## config.mk

```make
export PLATFORM = sky130hd
export DESIGN_NAME = out_retry_ctrl
export DESIGN_NICKNAME = d
export VERILOG_FILES = /design/src/rtl/out_retry_pkg.sv /design/src/rtl/out_retry_dp.sv /design/src/rtl/out_retry_fsm.sv /design/src/rtl/out_retry_ctrl.sv
export SDC_FILE = /design/constraint.sdc
export NUM_CORES = 1
export LEC_CHECK = 0
export ABC_CLOCK_PERIOD_IN_PS = 4600
export CORE_MARGIN = 4
export CORE_UTILIZATION = 35
export DETAILED_ROUTE_END_ITERATION = 7
export PLACE_DENSITY = 0.7
export SLEW_MARGIN = 10
export SYNTH_ARGS = -nofsm -noshare
export SYNTH_HDL_FRONTEND = slang
export SYNTH_SLANG_ARGS = --single-unit
```

## constraint.sdc

```tcl
create_clock -name clk -period 4.6 [get_ports clk]
set_input_delay 0.92 -clock clk [delete_from_list [all_inputs] [get_ports clk]]
set_output_delay 0.92 -clock clk [all_outputs]
set_load 0.01 [all_outputs]
```

## src/rtl/out_retry_pkg.sv

```systemverilog
package out_retry_pkg;

  typedef enum logic [1:0] {
    ST_IDLE = 2'd0,
    ST_WAIT = 2'd1,
    ST_HALT = 2'd2
  } txnState_e;

  // Strobes from control to the counter datapath
  typedef struct packed {
    logic clrAll;   // zero both counters
    logic bumpNak;  // count a NAK, restart the no-response count
    logic bumpErr;  // count a no-response attempt
  } cntCmd_t;

  localparam int FLAG_DONE  = 0;
  localparam int FLAG_STALL = 1;
  localparam int FLAG_ERROR = 2;
  localparam int FLAG_NAKTO = 3;
  localparam int FLAG_W     = 4;

endpackage

```

## src/rtl/out_retry_dp.sv

```systemverilog
module out_retry_dp
  import out_retry_pkg::*;
#(
  parameter int NAK_W     = 8,
  parameter int ERR_TRIES = 3
) (
  input  logic             clk,
  input  logic             rstN,
  input  cntCmd_t          cmd,
  input  logic [NAK_W-1:0] nakLimit,
  output logic             nakLast,
  output logic             errLast
);
  localparam int ERR_W = $clog2(ERR_TRIES + 1);
  localparam logic [ERR_W-1:0] ERR_FINAL = ERR_W'(ERR_TRIES - 1);

  logic [NAK_W-1:0] nakCnt;
  logic [ERR_W-1:0] errCnt;
  logic [NAK_W:0]   nakNext;

  assign nakNext = {1'b0, nakCnt} + {{NAK_W{1'b0}}, 1'b1};
  assign nakLast = (nakLimit != '0) && (nakNext == {1'b0, nakLimit});
  assign errLast = (errCnt == ERR_FINAL);

  always_ff @(posedge clk) begin
    if (!rstN || cmd.clrAll) begin
      nakCnt <= '0;
      errCnt <= '0;
    end else if (cmd.bumpNak) begin
      nakCnt <= nakNext[NAK_W-1:0];
      errCnt <= '0;
    end else if (cmd.bumpErr) begin
      errCnt <= errLast ? '0 : errCnt + 1'b1;
    end
  end


  err_bound_chk: assert property (@(posedge clk) disable iff (!rstN)
    errCnt < ERR_W'(ERR_TRIES));


  nak_wrap_chk: assert property (@(posedge clk) disable iff (!rstN)
    (cmd.bumpNak && !cmd.clrAll) |=> (nakCnt == $past(nakNext[NAK_W-1:0])));

endmodule

```

## src/rtl/out_retry_fsm.sv

```systemverilog
module out_retry_fsm
  import out_retry_pkg::*;
(
  input  logic              clk,
  input  logic              rstN,
  input  logic              startTxn,
  input  logic              ackStb,
  input  logic              nakStb,
  input  logic              stallStb,
  input  logic              timeoutStb,
  input  logic              badPktStb,
  input  logic              nakLast,
  input  logic              errLast,
  input  logic [FLAG_W-1:0] flagClr,
  output cntCmd_t           cmd,
  output logic              retryReq,
  output logic              flushReq,
  output logic              busy,
  output logic [FLAG_W-1:0] flags
);
  txnState_e         state, nextState;
  logic [FLAG_W-1:0] setMask;
  logic              retryNext, flushNext;

  always_comb begin
    cmd       = '0;
    nextState = state;
    setMask   = '0;
    retryNext = 1'b0;
    flushNext = 1'b0;
    case (state)
      ST_IDLE: begin
        if (startTxn) begin
          cmd.clrAll = 1'b1;
          nextState  = ST_WAIT;
        end
      end
      ST_WAIT: begin
        if (stallStb) begin
          setMask[FLAG_STALL] = 1'b1;
          nextState           = ST_HALT;
        end else if (ackStb) begin
          setMask[FLAG_DONE] = 1'b1;
          cmd.clrAll         = 1'b1;
          nextState          = ST_HALT;
        end else if (timeoutStb || badPktStb) begin
          cmd.bumpErr = 1'b1;
          if (errLast) begin
            setMask[FLAG_ERROR] = 1'b1;
            flushNext           = 1'b1;
            nextState           = ST_HALT;
          end else begin
            retryNext = 1'b1;
          end
        end else if (nakStb) begin
          cmd.bumpNak = 1'b1;
          if (nakLast) begin
            setMask[FLAG_NAKTO] = 1'b1;
            nextState           = ST_HALT;
          end else begin
            retryNext = 1'b1;
          end
        end
      end
      ST_HALT: begin
        if ((flags & ~flagClr) == '0) nextState = ST_IDLE;
      end
      default: nextState = ST_IDLE;
    endcase
  end

  always_ff @(posedge clk) begin
    if (!rstN) begin
      state    <= ST_IDLE;
      flags    <= '0;
      retryReq <= 1'b0;
      flushReq <= 1'b0;
    end else begin
      state    <= nextState;
      flags    <= (flags & ~flagClr) | setMask;
      retryReq <= retryNext;
      flushReq <= flushNext;
    end
  end

  assign busy = (state != ST_IDLE);


  retry_waiting_chk: assert property (@(posedge clk) disable iff (!rstN)
    retryReq |-> (state == ST_WAIT && flags == '0));


  flush_err_chk: assert property (@(posedge clk) disable iff (!rstN)
    flushReq |-> (flags[FLAG_ERROR] && !retryReq));


  stall_quiet_chk: assert property (@(posedge clk) disable iff (!rstN)
    $rose(flags[FLAG_STALL]) |-> (!retryReq && !flushReq));


  nakto_noflush_chk: assert property (@(posedge clk) disable iff (!rstN)
    $rose(flags[FLAG_NAKTO]) |-> !flushReq);


  one_outcome_chk: assert property (@(posedge clk) disable iff (!rstN)
    $onehot0(flags));


  halt_hold_chk: assert property (@(posedge clk) disable iff (!rstN)
    (state == ST_HALT && flagClr == '0) |=> $stable(flags));

endmodule

```

## src/rtl/out_retry_ctrl.sv

```systemverilog
module out_retry_ctrl
  import out_retry_pkg::*;
#(
  parameter int NAK_W     = 8,
  parameter int ERR_TRIES = 3
) (
  input  logic             clk,
  input  logic             rstN,
  input  logic             startTxn,
  input  logic             ackStb,
  input  logic             nakStb,
  input  logic             stallStb,
  input  logic             timeoutStb,
  input  logic             badPktStb,
  input  logic [NAK_W-1:0] nakLimit,
  input  logic [3:0]       flagClr,
  output logic             retryReq,
  output logic             flushReq,
  output logic             busy,
  output logic [3:0]       flags,
  output logic             irq
);
  cntCmd_t cmd;
  logic    nakLast, errLast;

  out_retry_dp #(.NAK_W(NAK_W), .ERR_TRIES(ERR_TRIES)) uDp (
    .clk(clk), .rstN(rstN), .cmd(cmd), .nakLimit(nakLimit),
    .nakLast(nakLast), .errLast(errLast)
  );

  out_retry_fsm uFsm (
    .clk(clk), .rstN(rstN), .startTxn(startTxn),
    .ackStb(ackStb), .nakStb(nakStb), .stallStb(stallStb),
    .timeoutStb(timeoutStb), .badPktStb(badPktStb),
    .nakLast(nakLast), .errLast(errLast), .flagClr(flagClr),
    .cmd(cmd), .retryReq(retryReq), .flushReq(flushReq),
    .busy(busy), .flags(flags)
  );

  assign irq = |flags;


  irq_flags_chk: assert property (@(posedge clk) disable iff (!rstN)
    $rose(irq) |-> ($countones(flags) == 1));

endmodule

```

**After elaboration in Yosys (flattened, before gate mapping)**

Index checks and enable logic that the tools add are counted.

- Register bits after elaboration: 18
- Input port bits: 20
- Output and inout port bits: 8
- Word-level logic and storage cells: 67

- Add/subtract/negate cells: 2
- Equality and inequality tests: 9
- Muxes and demuxes: 33
- Bitwise logic cells: 5
- Reductions and logical operators: 12

Operators by type and width:

| operator | number |
|---|---|
| $mux 2 | 13 |
| $mux 1 | 16 |
| $ne 5x4->1 const B | 2 |
| $add 8x1->9 const B | 1 |
| $eq 9x8->1 | 1 |
| $reduce_bool 8->1 | 1 |
| $reduce_or 4->1 | 2 |
| $pmux 2 s3 | 1 |
| $ne 5x5->1 const B | 1 |
| $reduce_and 5->1 | 1 |
| $and 4x4->4 | 1 |
| $eq 2x2->1 const B | 2 |
| $logic_not 4->1 | 1 |
| $mux 4 | 1 |
| $not 4->4 | 1 |
| $or 4x4->4 | 1 |
| $mux 3 | 1 |
| $add 2x1->2 const B | 1 |
| $eq 2x1->1 const B | 1 |
| $logic_not 2->1 | 1 |
| $logic_or 1x1->1 | 2 |
| $ne 2x1->1 const B | 1 |
| $ne 2x2->1 const B | 1 |
| $not 1->1 | 2 |
| other kinds (5) | 5 |

**Longest topological paths before layout**

Gate-level depths: netlist of the first run.

- Depth after elaboration: 10
- Gate-level depth with buffers: 7
- Gate-level depth less buffers: 7

**By module**

A second synthesis of the first run with hierarchy kept.

- Cell total of the unflattened synthesis: 134
- Area, all modules: 1124.8 µm²

By module, submodules not included:

| module | times used | cells each | area an instance (µm²) | seq. area each (µm²) |
|---|---|---|---|---|
| out_retry_dp | 1 | 89 | 713.2 | 200.2 |
| out_retry_fsm | 1 | 44 | 404.1 | 160.2 |
| out_retry_ctrl | 1 | 1 | 7.5 | 0.0 |

**Worst setup path before layout of the first run**

OpenSTA, ideal clock, no wires.

- Path type: input to register
- Start point: input port flagClr[0]
- End point: register uFsm.state[1]
- Library setup time: 115 ps
- Arrival time: 2116 ps
- Data required time: 4485 ps
- Slack: 2369 ps
- Stages on the path: 6
- Buffers on the path: 0
- Cell sequence: nor2b_1 > or4_1 > o21ai_2 > nand2_1 > mux2_2 > o21a_1

- Cells in the longest elaborated chain, start to end: 5

Ends and longest elaborated chain:

| what | line | source |
|---|---|---|
| from (decl) | out_retry_ctrl.sv:16 | `input logic [3:0] flagClr,` |
| $not 4->4 | out_retry_fsm.sv:66 | `if ((flags & ~flagClr) == '0) nextState = ST_IDLE;` |
| $and 4x4->4 | out_retry_fsm.sv:66 |  |
| $logic_not 4->1 | out_retry_fsm.sv:66 |  |
| $ne 2x1->1 (no source line) | n/a |  |
| $reduce_and 5->1 (no source line) | n/a |  |
| to (signal assigned) | out_retry_fsm.sv:79 | `state <= nextState;` |
| to (decl) | out_retry_fsm.sv:21 | `txnState_e state, nextState;` |

No other way between the ends.
A chain may end at the register's enable or synchronous reset.

**Worst setup path in the final report of the first run**

- Start point: input port ackStb
- End point: register uDp.nakCnt[7]

- Cells in the longest elaborated chain, start to end: 4
- Elaborated cells between the ends (all ways): 6
- Classes of those cells: mux (5); reduce/logical (1)

Ends and longest elaborated chain:

| what | line | source |
|---|---|---|
| from (decl) | out_retry_ctrl.sv:10 | `input logic ackStb,` |
| $mux 1 | out_retry_fsm.sv:42 | `end else if (ackStb) begin` |
| $mux 3 (*) | out_retry_fsm.sv:39 | `if (stallStb) begin` |
| $pmux 1 s2 | out_retry_fsm.sv:31 | `case (state)` |
| $logic_or 1x1->1 | out_retry_dp.sv:26 | `if (!rstN \|\| cmd.clrAll) begin` |
| to (signal assigned) | out_retry_dp.sv:30 | `nakCnt <= nakNext[NAK_W-1:0];` |
| to (decl) | out_retry_dp.sv:17 | `logic [NAK_W-1:0] nakCnt;` |

Every way passes the cells marked *; elsewhere a longest branch is shown, timed or not.

==> flow_metrics.py, run 1 <==
metrics = {
    "outcome": {
        "status": "completed",
    },
    "clocking": {
        "cts_hold_buffers": 0,
        "cts_buffers": 3,
        "ctsResizeCount": 0,
        "cts_num_sinks": 18,
        "cts_tree": "yes",
        "cts_root_buffer": "clkbuf_4",
        "clkLatencyLatePin_ns": 0.29,
        "post-cts-setup-buffers": 0,
        "cts_buffer_depth": 2,
        "clk_pin_slew_ns": 0.10,
        "cts_htree_levels": 1,
    },
    "finish": {
        "multi_input_area_sq_um": 698.2,
        "layout-drive-gt1-share": 0.06790,
        "register_area_sq_um": 360.3,
        "layout_commonest_cell": "clkdlybuf4s50_1",
        "diodes": 0,
        "final_cell_mix": "clkdlybuf4s50_1, dfxtp_1, nand2_1",
        "nFillCells": 269,
        "nets": 184,
        "syn_to_final_growth_pct": 30.56,
    },
    "power_and_ir_drop": {
        "p_sw_mw": 0.08892,
        "vdd_drop_max_uv": 147.4,
        "power_frac_clock": 0.283,
        "total_power_mw": 0.3410,
        "switching_share": 0.2608,
        "pwr-share-comb": 0.230,
        "power_leakage_nw": 0.4901,
        "power_density_nw_per_um2": 241.6,
        "pwr-share-seq": 0.487,
        "intPower_mw": 0.2520,
    },
    "die": {
        "io-pin-count": 28,
        "rows": 19,
        "initial_core_util": 0.3789,
        "die_w_um": 63.58,
        "die-area_sq_um": 4042,
        "core-area_sq_um": 2853,
        "die_y_um": 63.58,
    },
    "synth": {
        "ys_ff_latch": 18,
        "ys_warn_count": 0,
        "synth.distinct_cells": 39,
        "netlist_area_sq_um": 1081,
        "synth_cells": 133,
        "synthFlopType": "dfxtp_1",
        "synth_area_per_cell_sq_um": 8.128,
        "synth_edf_count": 0,
        "yosysSeqAreaShare": 0.3333,
        "synthArstFlopShare": 0,
        "synth_nets": 154,
    },
    "setup_path": {
        "r2r_setup_slack_ns": 2.55,
        "timing.rr.end": "uFsm.state[1]",
        "setup.worst_path.class": "input port to register",
        "r2r-start": "uDp.nakCnt[0]",
        "cp_data_arrival_time_ns": 2.73,
        "cp-startpoint": "ackStb",
        "cpPeakStageDelay_ns": 0.48,
        "reg2reg_depth": 7,
        "crit_fanout": 11,
        "critical_path.endpoint_type": "register",
        "cp.required_ns": 4.77,
        "start_kind": "input port",
        "endpoint": "uDp.nakCnt[7]",
        "path_cells": "clkdlybuf4s50_1, nor4b_4, and2_4, nand2_2, nor3_1, xnor2_1, nor2_1",
        "cpMaxStageDelayCell": "clkdlybuf4s50_1",
    },
    "drt": {
        "wl_per_cell_um": 13.23,
        "dr_total_vias": 1046,
        "first_iter_violations": 36,
        "routed_wirelength_mm": 2.554,
        "ant_nets": 0,
        "drc": 0,
        "vias_per_cell": 5.420,
        "first_pass_iters": 5,
    },
    "sta": {
        "setup_violations": 0,
        "post-route-period-util": 0.5565,
        "rsz0062_at_grt": "false",
        "tns_ns": 0,
        "hold_violations": 0,
        "fmax_ghz": 0.3906,
        "worst_slew_pin_slew_ns": 0.7434,
        "final_max_slew_viol_count": 0,
        "skew_ns": 0.005516,
        "slew-limit-headroom": 0.5011,
        "fin_crit_ns": 2.560,
        "layout_setup_ws_ns": 2.040,
    },
    "grt": {
        "track_usage": 0.1387,
        "grt_pass1_wl_mm": 4.505,
        "antenna_found_initial": 0,
        "grt_pass1_vias": 1092,
        "grt_max_degree": 12,
        "overflow": 0,
    },
    "place": {
        "portBuffers": 27,
        "place_congestion": 0.8313,
        "dp_hpwl_mm": 2.071,
        "pre_cts_ws_ns": 1.738,
    },
    "flow_run": {
        "cap_violations": 0,
    },
    "worst_hold_path": {
        "min-delay-start": "uDp.errCnt[1]",
        "hp-class": "register to register",
    },
}
==> worst min path at each step <==
stage | end | slack [ns] | cells past startpoint
finish | uDp.errCnt[1] | 0.53 | 2
global route | uDp.errCnt[1] | 0.57 | 2
CTS | uDp.nakCnt[1] | 0.53 | 2
detailed placement | uDp.errCnt[1] | 0.51 | 2
global placement | uDp.errCnt[1] | 0.49 | 2
floorplan | uDp.errCnt[1] | 0.47 | 2
==> metrics by stage <==
stage / instances / cell area [sq um] / util / hold WS [ns]
3_3_place_gp: 189 / 1375 / 0.4820 / 0.4919
3_5_place_dp: 189 / 1375 / 0.4820 / 0.5067
4_1_cts: 193 / 1411 / 0.4947 / 0.5311
5_1_grt: 193 / 1411 / 0.4947 / 0.5678
2_1_floorplan: 133 / 1081 / - / 0.4688
6_report: 193 / 1411 / 0.4947 / 0.5260
==> power by group through the flow <==
stage	sequential (mW)	combinational, mW	clock, mW
6_report	0.166	0.0784	0.0964
5_1_grt	0.167	0.0870	0.109
4_1_cts	0.166	0.0787	0.101
3_5_place_dp	0.170	0.0782	0
3_3_place_gp	0.169	0.0759	0
2_1_floorplan	0.169	0.0412	0
==> cell families (layout without fill, tap and decap cells) <==
| logic type | after synthesis | count (layout) | synth area share |
|---|---|---|---|
| and+or+nand+nor | 61 | 61 | 0.3218 |
| AOI/OAI and AO/OA | 34 | 34 | 0.1887 |
| DFF | 18 | 18 | 0.3333 |
| xor gates and xnor gates | 14 | 14 | 0.1134 |
| buffers and inverters | 4 | 33 | 0.02083 |
| adders and majority gates | 1 | 1 | 0.01157 |
| muxes | 1 | 1 | 0.01042 |
==> sequential cells by signal, indices dropped and copies added (netlist names) <==
| signal | count |
|---|---|
| uFsm.retryReq | 1 |
| uFsm.flushReq | 1 |
| uDp.errCnt | 2 |
| uFsm.state | 2 |
| uFsm.flags | 4 |
| uDp.nakCnt | 8 |
==> final cells by class <==
type | count | area share
clock buffer | 4 | 0.02571
inverter | 2 | 0.005319
multi-input combinational | 111 | 0.4947
sequential | 18 | 0.2553
tap | 31 | 0.02748
timing repair buffer | 27 | 0.1915
==> layer usage <==
layer / global-route usage / vias to the layer above / wire, um
met1: 0.1538 / 475 / 1164
met4: 0.06739 / 0 / 53
met5: 0 / - / 0
met3: 0.03552 / 6 / 83
li1: - / 539 / -
met2: 0.2438 / 26 / 1252
==> critical path, delay by kind of cell <==
| kind | cells | cell delay (ns) |
|---|---|---|
| buffers and inverters | 1 | 0.48 |
| xor gates and xnor gates | 1 | 0.15 |
| and+or+nand+nor | 5 | 1.18 |
==> cell usage after synthesis (2+ instances only) <==
master    n  area (sq um)
a21oi_1  11         55.05
and3_1    3         18.77
dfxtp_1  18         360.4
inv_1     2         7.510
nand2_1  12         45.04
nand3_1   5         25.02
nand4_1   2         12.51
nor2_1   11         41.29
nor2b_1   6         37.54
nor3_1    2         10.01
nor3b_1   2         15.01
nor4_1    3         18.77
o21a_1    4         30.03
o21ai_0  10         50.05
or3_1     5         31.28
or4_1     2         15.01
xnor2_1   9         78.83
xor2_1    5         43.79
No activity file was read; power rests on OpenSTA's default activity.
==> run 2: changes to the inputs <==
Settings changed: ABC_CLOCK_PERIOD_IN_PS 4600 to 2200, PLACE_DENSITY 0.7 to 0.72.
Clock period 4.6 ns to 2.2 ns, I/O delays scaled along.
==> run 2 against run 1 <==
  * First-iteration DRC count is 42% lower
  * Die area stayed put
  * Design area is 5.3% higher
  * Sequential share of layout area is 1.3 points lower
  * Highest routed layer unchanged
  * Largest power group unchanged
  * Routed wire length hardly changed
  * Via count is 3.2% higher
  * Final cell count is 5.2% higher
  * Largest cell class unchanged
==> flow_metrics.py, run 2 (same netlist as run 1, synthesis figures left out) <==
metrics = {
    "outcome": {
        "status": "completed",
    },
    "sta": {
        "rsz0062_at_grt": "false",
        "setup_violations": 0,
        "fin_crit_ns": 2.062,
        "layout_setup_ws_ns": 0.1379,
        "post-route-period-util": 0.9373,
        "hold_violations": 0,
        "slew-limit-headroom": 0.5118,
        "skew_ns": 0.001770,
        "worst_slew_pin_slew_ns": 0.7274,
        "final_max_slew_viol_count": 0,
        "fmax_ghz": 0.4849,
        "fin_hold_ws_ns": 0.5325,
    },
    "die": {
        "initial_core_util": 0.3789,
        "io-pin-count": 28,
        "rows": 19,
        "die_w_um": 63.58,
        "core-area_sq_um": 2853,
        "die-area_sq_um": 4042,
        "die_y_um": 63.58,
    },
    "clocking": {
        "cts_buffers": 3,
        "cts_root_buffer": "clkbuf_4",
        "clk_pin_slew_ns": 0.10,
        "cts_htree_levels": 1,
        "cts_tree": "yes",
        "cts_hold_buffers": 0,
        "cts_buffer_depth": 2,
        "cts_num_sinks": 18,
        "clkLatencyLatePin_ns": 0.29,
        "post-cts-setup-buffers": 0,
        "ctsResizeCount": 0,
    },
    "finish": {
        "final_cell_mix": "clkdlybuf4s50_1, dfxtp_1, nand2_1",
        "syn_to_final_growth_pct": 37.50,
        "multi_input_area_sq_um": 698.2,
        "finalNonFillerCells": 203,
        "nets": 194,
        "layout-drive-gt1-share": 0.1221,
        "register_area_sq_um": 360.3,
        "diodes": 0,
        "postLayoutCoreUtil": 0.5211,
        "layout_commonest_cell": "clkdlybuf4s50_1",
        "finish.instance_area_sq_um": 1486,
        "largest_reg_flops": 8,
        "largest-register": "uDp.nakCnt",
        "nFillCells": 286,
        "top_regs": "uDp.nakCnt: 8 flops, uFsm.flags: 4 flops",
    },
    "drt": {
        "drc": 0,
        "vias_per_cell": 5.315,
        "wl_per_cell_um": 12.59,
        "ant_nets": 0,
        "dr_total_vias": 1079,
        "routed_wirelength_mm": 2.555,
        "first_pass_iters": 4,
        "first_iter_violations": 21,
    },
    "place": {
        "pre_cts_ws_ns": -0.09802,
        "place_congestion": 0.8419,
        "place_area_sq_um": 1450,
        "placed_cells": 199,
        "portBuffers": 27,
        "dp_hpwl_mm": 2.067,
    },
    "setup_path": {
        "cp_data_arrival_time_ns": 1.62,
        "reg2reg_depth": 7,
        "setup.worst_path.class": "register to primary output",
        "endpoint": "irq",
        "critical_path.endpoint_type": "primary output",
        "timing.rr.end": "uFsm.retryReq",
        "cp-startpoint": "uFsm.flags[3]",
        "cp.required_ns": 1.76,
        "path_cells": "or4_1, clkdlybuf4s50_1",
        "start_kind": "register",
        "cpMaxStageDelayCell": "or4_1",
        "crit_fanout": 3,
        "cpPeakStageDelay_ns": 0.50,
        "r2r_setup_slack_ns": 0.29,
        "r2r-start": "uDp.nakCnt[1]",
    },
    "grt": {
        "grt_pass1_vias": 1053,
        "grt_pass1_wl_mm": 4.388,
        "overflow": 0,
        "track_usage": 0.1328,
        "antenna_found_initial": 0,
        "grt_max_degree": 11,
    },
    "power_and_ir_drop": {
        "power_density_nw_per_um2": 488.1,
        "power_leakage_nw": 0.5402,
        "vdd_drop_max_uv": 248.3,
    },
    "flow_run": {
        "cap_violations": 0,
    },
    "worst_hold_path": {
        "hp-class": "register to register",
    },
}
run 2: cell types whose count changed in the layout (fill, tap and decap cells not counted):
cell	delta
buf_4	+10
run 2: how the worst min path moves through the flow:
stage / from / end / slack (ns) / cells after the start
after detailed placement: uDp.errCnt[1] / uDp.errCnt[1] / 0.51 / 2
after floorplan: uDp.errCnt[1] / uDp.errCnt[1] / 0.47 / 2
after global placement: uDp.errCnt[1] / uDp.errCnt[1] / 0.48 / 2
after global routing: uDp.errCnt[1] / uDp.errCnt[1] / 0.57 / 2
final: uDp.nakCnt[1] / uDp.nakCnt[1] / 0.53 / 2
after CTS: uDp.nakCnt[1] / uDp.nakCnt[1] / 0.53 / 2
run 2: metrics by stage:
| step | power [mW] | setup TNS [ns] |
|---|---|---|
| floorplan | 0.4405 | 0 |
| global placement | 0.5248 | -0.03639 |
| detailed placement | 0.5301 | -0.1001 |
| CTS | 0.7337 | 0 |
| global route | 0.7639 | 0 |
| finish | 0.7256 | 0 |
run 2: area by class of cell:
class | instances | share of cell area
multi-input cells | 111 | 0.4697
flip-flops and latches | 18 | 0.2424
repair buffers | 37 | 0.2323
well taps | 31 | 0.02609
clock buffers | 4 | 0.02441
inverters | 2 | 0.005050
run 2: critical path: cells and delay by family, from the launching register on:
family,cells,cell delay (ns)
flops,1,0.34
buf+inv,1,0.49
simple gates,1,0.50
run 2: report_power, final:
part | leakage [nW] | switching, mW | internal, mW
Sequential | 0.146 | 0.0117 | 0.336
Combinational | 0.374 | 0.0745 | 0.0997
Clock | 0.0210 | 0.103 | 0.101
run 2: layer usage:
layer	vias up	track usage	part of all wire
li1	567	-	-
met1	492	0.1516	0.47
met2	18	0.2412	0.49
met3	2	0.03197	0.023
met4	0	0.04043	0.012
met5	-	0	0
==> run 3: changes to the inputs <==
Settings changed: PLACE_DENSITY 0.72 to 0.64.
==> run 3 against run 2 <==
  * Clock skew grew 0.0027 ns
  * Non-clock buffer count is the same
  * Clock-buffer cell count is the same
  * Via count shrank 2.8%
  * Die area is the same
  * Register-to-register slack lost 0.02 ns
  * Final cell count is the same
  * Combinational power is essentially flat
  * First-iteration DRC count grew 48%
  * Largest power group unchanged
==> flow_metrics.py, run 3 (same netlist as run 1, synthesis figures left out) <==
metrics = {
    "outcome": {
        "status": "completed",
    },
    "clocking": {
        "post-cts-setup-buffers": 0,
        "ctsResizeCount": 0,
        "cts_root_buffer": "clkbuf_4",
        "clkLatencyLatePin_ns": 0.29,
        "cts_num_sinks": 18,
        "cts_htree_levels": 1,
        "cts_buffer_depth": 2,
        "cts_hold_buffers": 0,
        "cts_buffers": 3,
        "cts_tree": "yes",
        "clk_pin_slew_ns": 0.10,
    },
    "power_and_ir_drop": {
        "power_leakage_nw": 0.5402,
        "power_density_nw_per_um2": 487.2,
        "total_power_mw": 0.7243,
        "vdd_drop_max_uv": 274.8,
    },
    "sta": {
        "skew_ns": 0.004466,
        "worst_slew_pin_slew_ns": 0.7658,
        "tns_ns": 0,
        "layout_setup_ws_ns": 0.1286,
        "fmax_ghz": 0.4828,
        "fin_hold_ws_ns": 0.5277,
        "post-route-period-util": 0.9416,
        "setup_violations": 0,
        "slew-limit-headroom": 0.4860,
        "hold_violations": 0,
        "final_max_slew_viol_count": 0,
        "fin_crit_ns": 2.071,
        "rsz0062_at_grt": "false",
    },
    "setup_path": {
        "critical_path.endpoint_type": "primary output",
        "reg2reg_depth": 7,
        "critPathBufInv": 1,
        "path_cells": "or4_1, clkdlybuf4s50_1",
        "r2r-start": "uDp.nakCnt[1]",
        "start_kind": "register",
        "timing.rr.end": "uFsm.flags[3]",
        "setup.worst_path.class": "register to primary output",
        "r2r_setup_slack_ns": 0.27,
        "cp.required_ns": 1.76,
        "cp_data_arrival_time_ns": 1.63,
        "crit_family": "simple AND/OR/NAND/NOR gates",
        "cpPeakStageDelay_ns": 0.51,
        "crit_fanout": 3,
        "cpMaxStageDelayCell": "or4_1",
    },
    "drt": {
        "wl_per_cell_um": 12.55,
        "first_pass_iters": 4,
        "dr_total_vias": 1049,
        "ant_nets": 0,
        "first_iter_violations": 31,
        "routed_wirelength_mm": 2.547,
        "vias_per_cell": 5.167,
        "drc": 0,
    },
    "flow_run": {
        "cap_violations": 0,
    },
    "finish": {
        "top_regs": "uDp.nakCnt: 8 flops, uFsm.flags: 4 flops",
        "diodes": 0,
        "nFillCells": 291,
        "finalNonFillerCells": 203,
        "final_cell_mix": "clkdlybuf4s50_1, dfxtp_1, nand2_1",
        "register_area_sq_um": 360.3,
        "multi_input_area_sq_um": 698.2,
        "syn_to_final_growth_pct": 37.50,
        "layout-drive-gt1-share": 0.1221,
        "largest-register": "uDp.nakCnt",
        "nets": 194,
        "layout_commonest_cell": "clkdlybuf4s50_1",
        "largest_reg_flops": 8,
    },
    "die": {
        "die_w_um": 63.58,
        "io-pin-count": 28,
        "die_y_um": 63.58,
        "rows": 19,
        "initial_core_util": 0.3789,
        "core-area_sq_um": 2853,
        "die-area_sq_um": 4042,
    },
    "place": {
        "portBuffers": 27,
        "dp_hpwl_mm": 2.071,
        "placed_cells": 199,
        "pre_cts_ws_ns": -0.06547,
        "place_congestion": 0.7678,
    },
    "grt": {
        "grt_pass1_vias": 1047,
        "grt_pass1_wl_mm": 4.692,
        "track_usage": 0.1406,
        "grt_max_degree": 11,
        "overflow": 0,
        "antenna_found_initial": 0,
    },
    "worst_hold_path": {
        "hp-class": "register to register",
        "min-delay-start": "uDp.errCnt[1]",
        "whs_path_depth": 2,
        "min_delay_worst_endpoint": "uDp.errCnt[1]",
    },
}
[run 3: layout make-up]
class,count,area share
clock buffer,4,0.02441
tap,31,0.02609
timing repair buffer,37,0.2323
sequential,18,0.2424
multi-input combinational,111,0.4697
inverter,2,0.005050
[run 3: how the worst max path moves through the flow]
stage / start / to / slack (ns) / cells after the start
final: uFsm.flags[3] / irq / 0.13 / 2
after detailed placement: flagClr[0] / uFsm.state[1] / -0.07 / 7
after floorplan: flagClr[0] / uFsm.state[1] / 0.45 / 6
after global routing: uFsm.flags[3] / irq / 0.04 / 2
after global placement: flagClr[0] / uFsm.state[1] / -0.04 / 7
after CTS: uFsm.flags[3] / irq / 0.12 / 2
[run 3: power by group]
| group | total (mW) | internal [mW] | switching, mW |
|---|---|---|---|
| sequential | 0.347 | 0.336 | 0.0110 |
| combinational | 0.175 | 0.0997 | 0.0749 |
| clock | 0.203 | 0.101 | 0.102 |
[run 3: worst register-to-register path: cells and delay by family, from the launching register on]
kind / cells / cell delay (ns)
AO/OA/AOI/OAI: 4 / 0.71
flip-flops: 1 / 0.43
AND/OR/NAND/NOR: 2 / 0.40
adder cells (fa/ha/maj): 1 / 0.30
[run 3: per-stage QoR]
| step | utilization | instance area [sq um] |
|---|---|---|
| CTS | 0.5211 | 1486 |
| finish | 0.5211 | 1486 |
| detailed placement | 0.5083 | 1450 |
| global placement | 0.5083 | 1450 |
| floorplan | - | 1081 |
| global route | 0.5211 | 1486 |
[run 3: per-layer routing]
layer	GRT usage	up-vias	part of all wire	wire length, um
met5	0	-	0	0
met4	0.02426	0	0.0059	15
met3	0.04085	2	0.031	79
met2	0.2321	12	0.46	1184
met1	0.1830	473	0.50	1267
li1	-	562	-	-
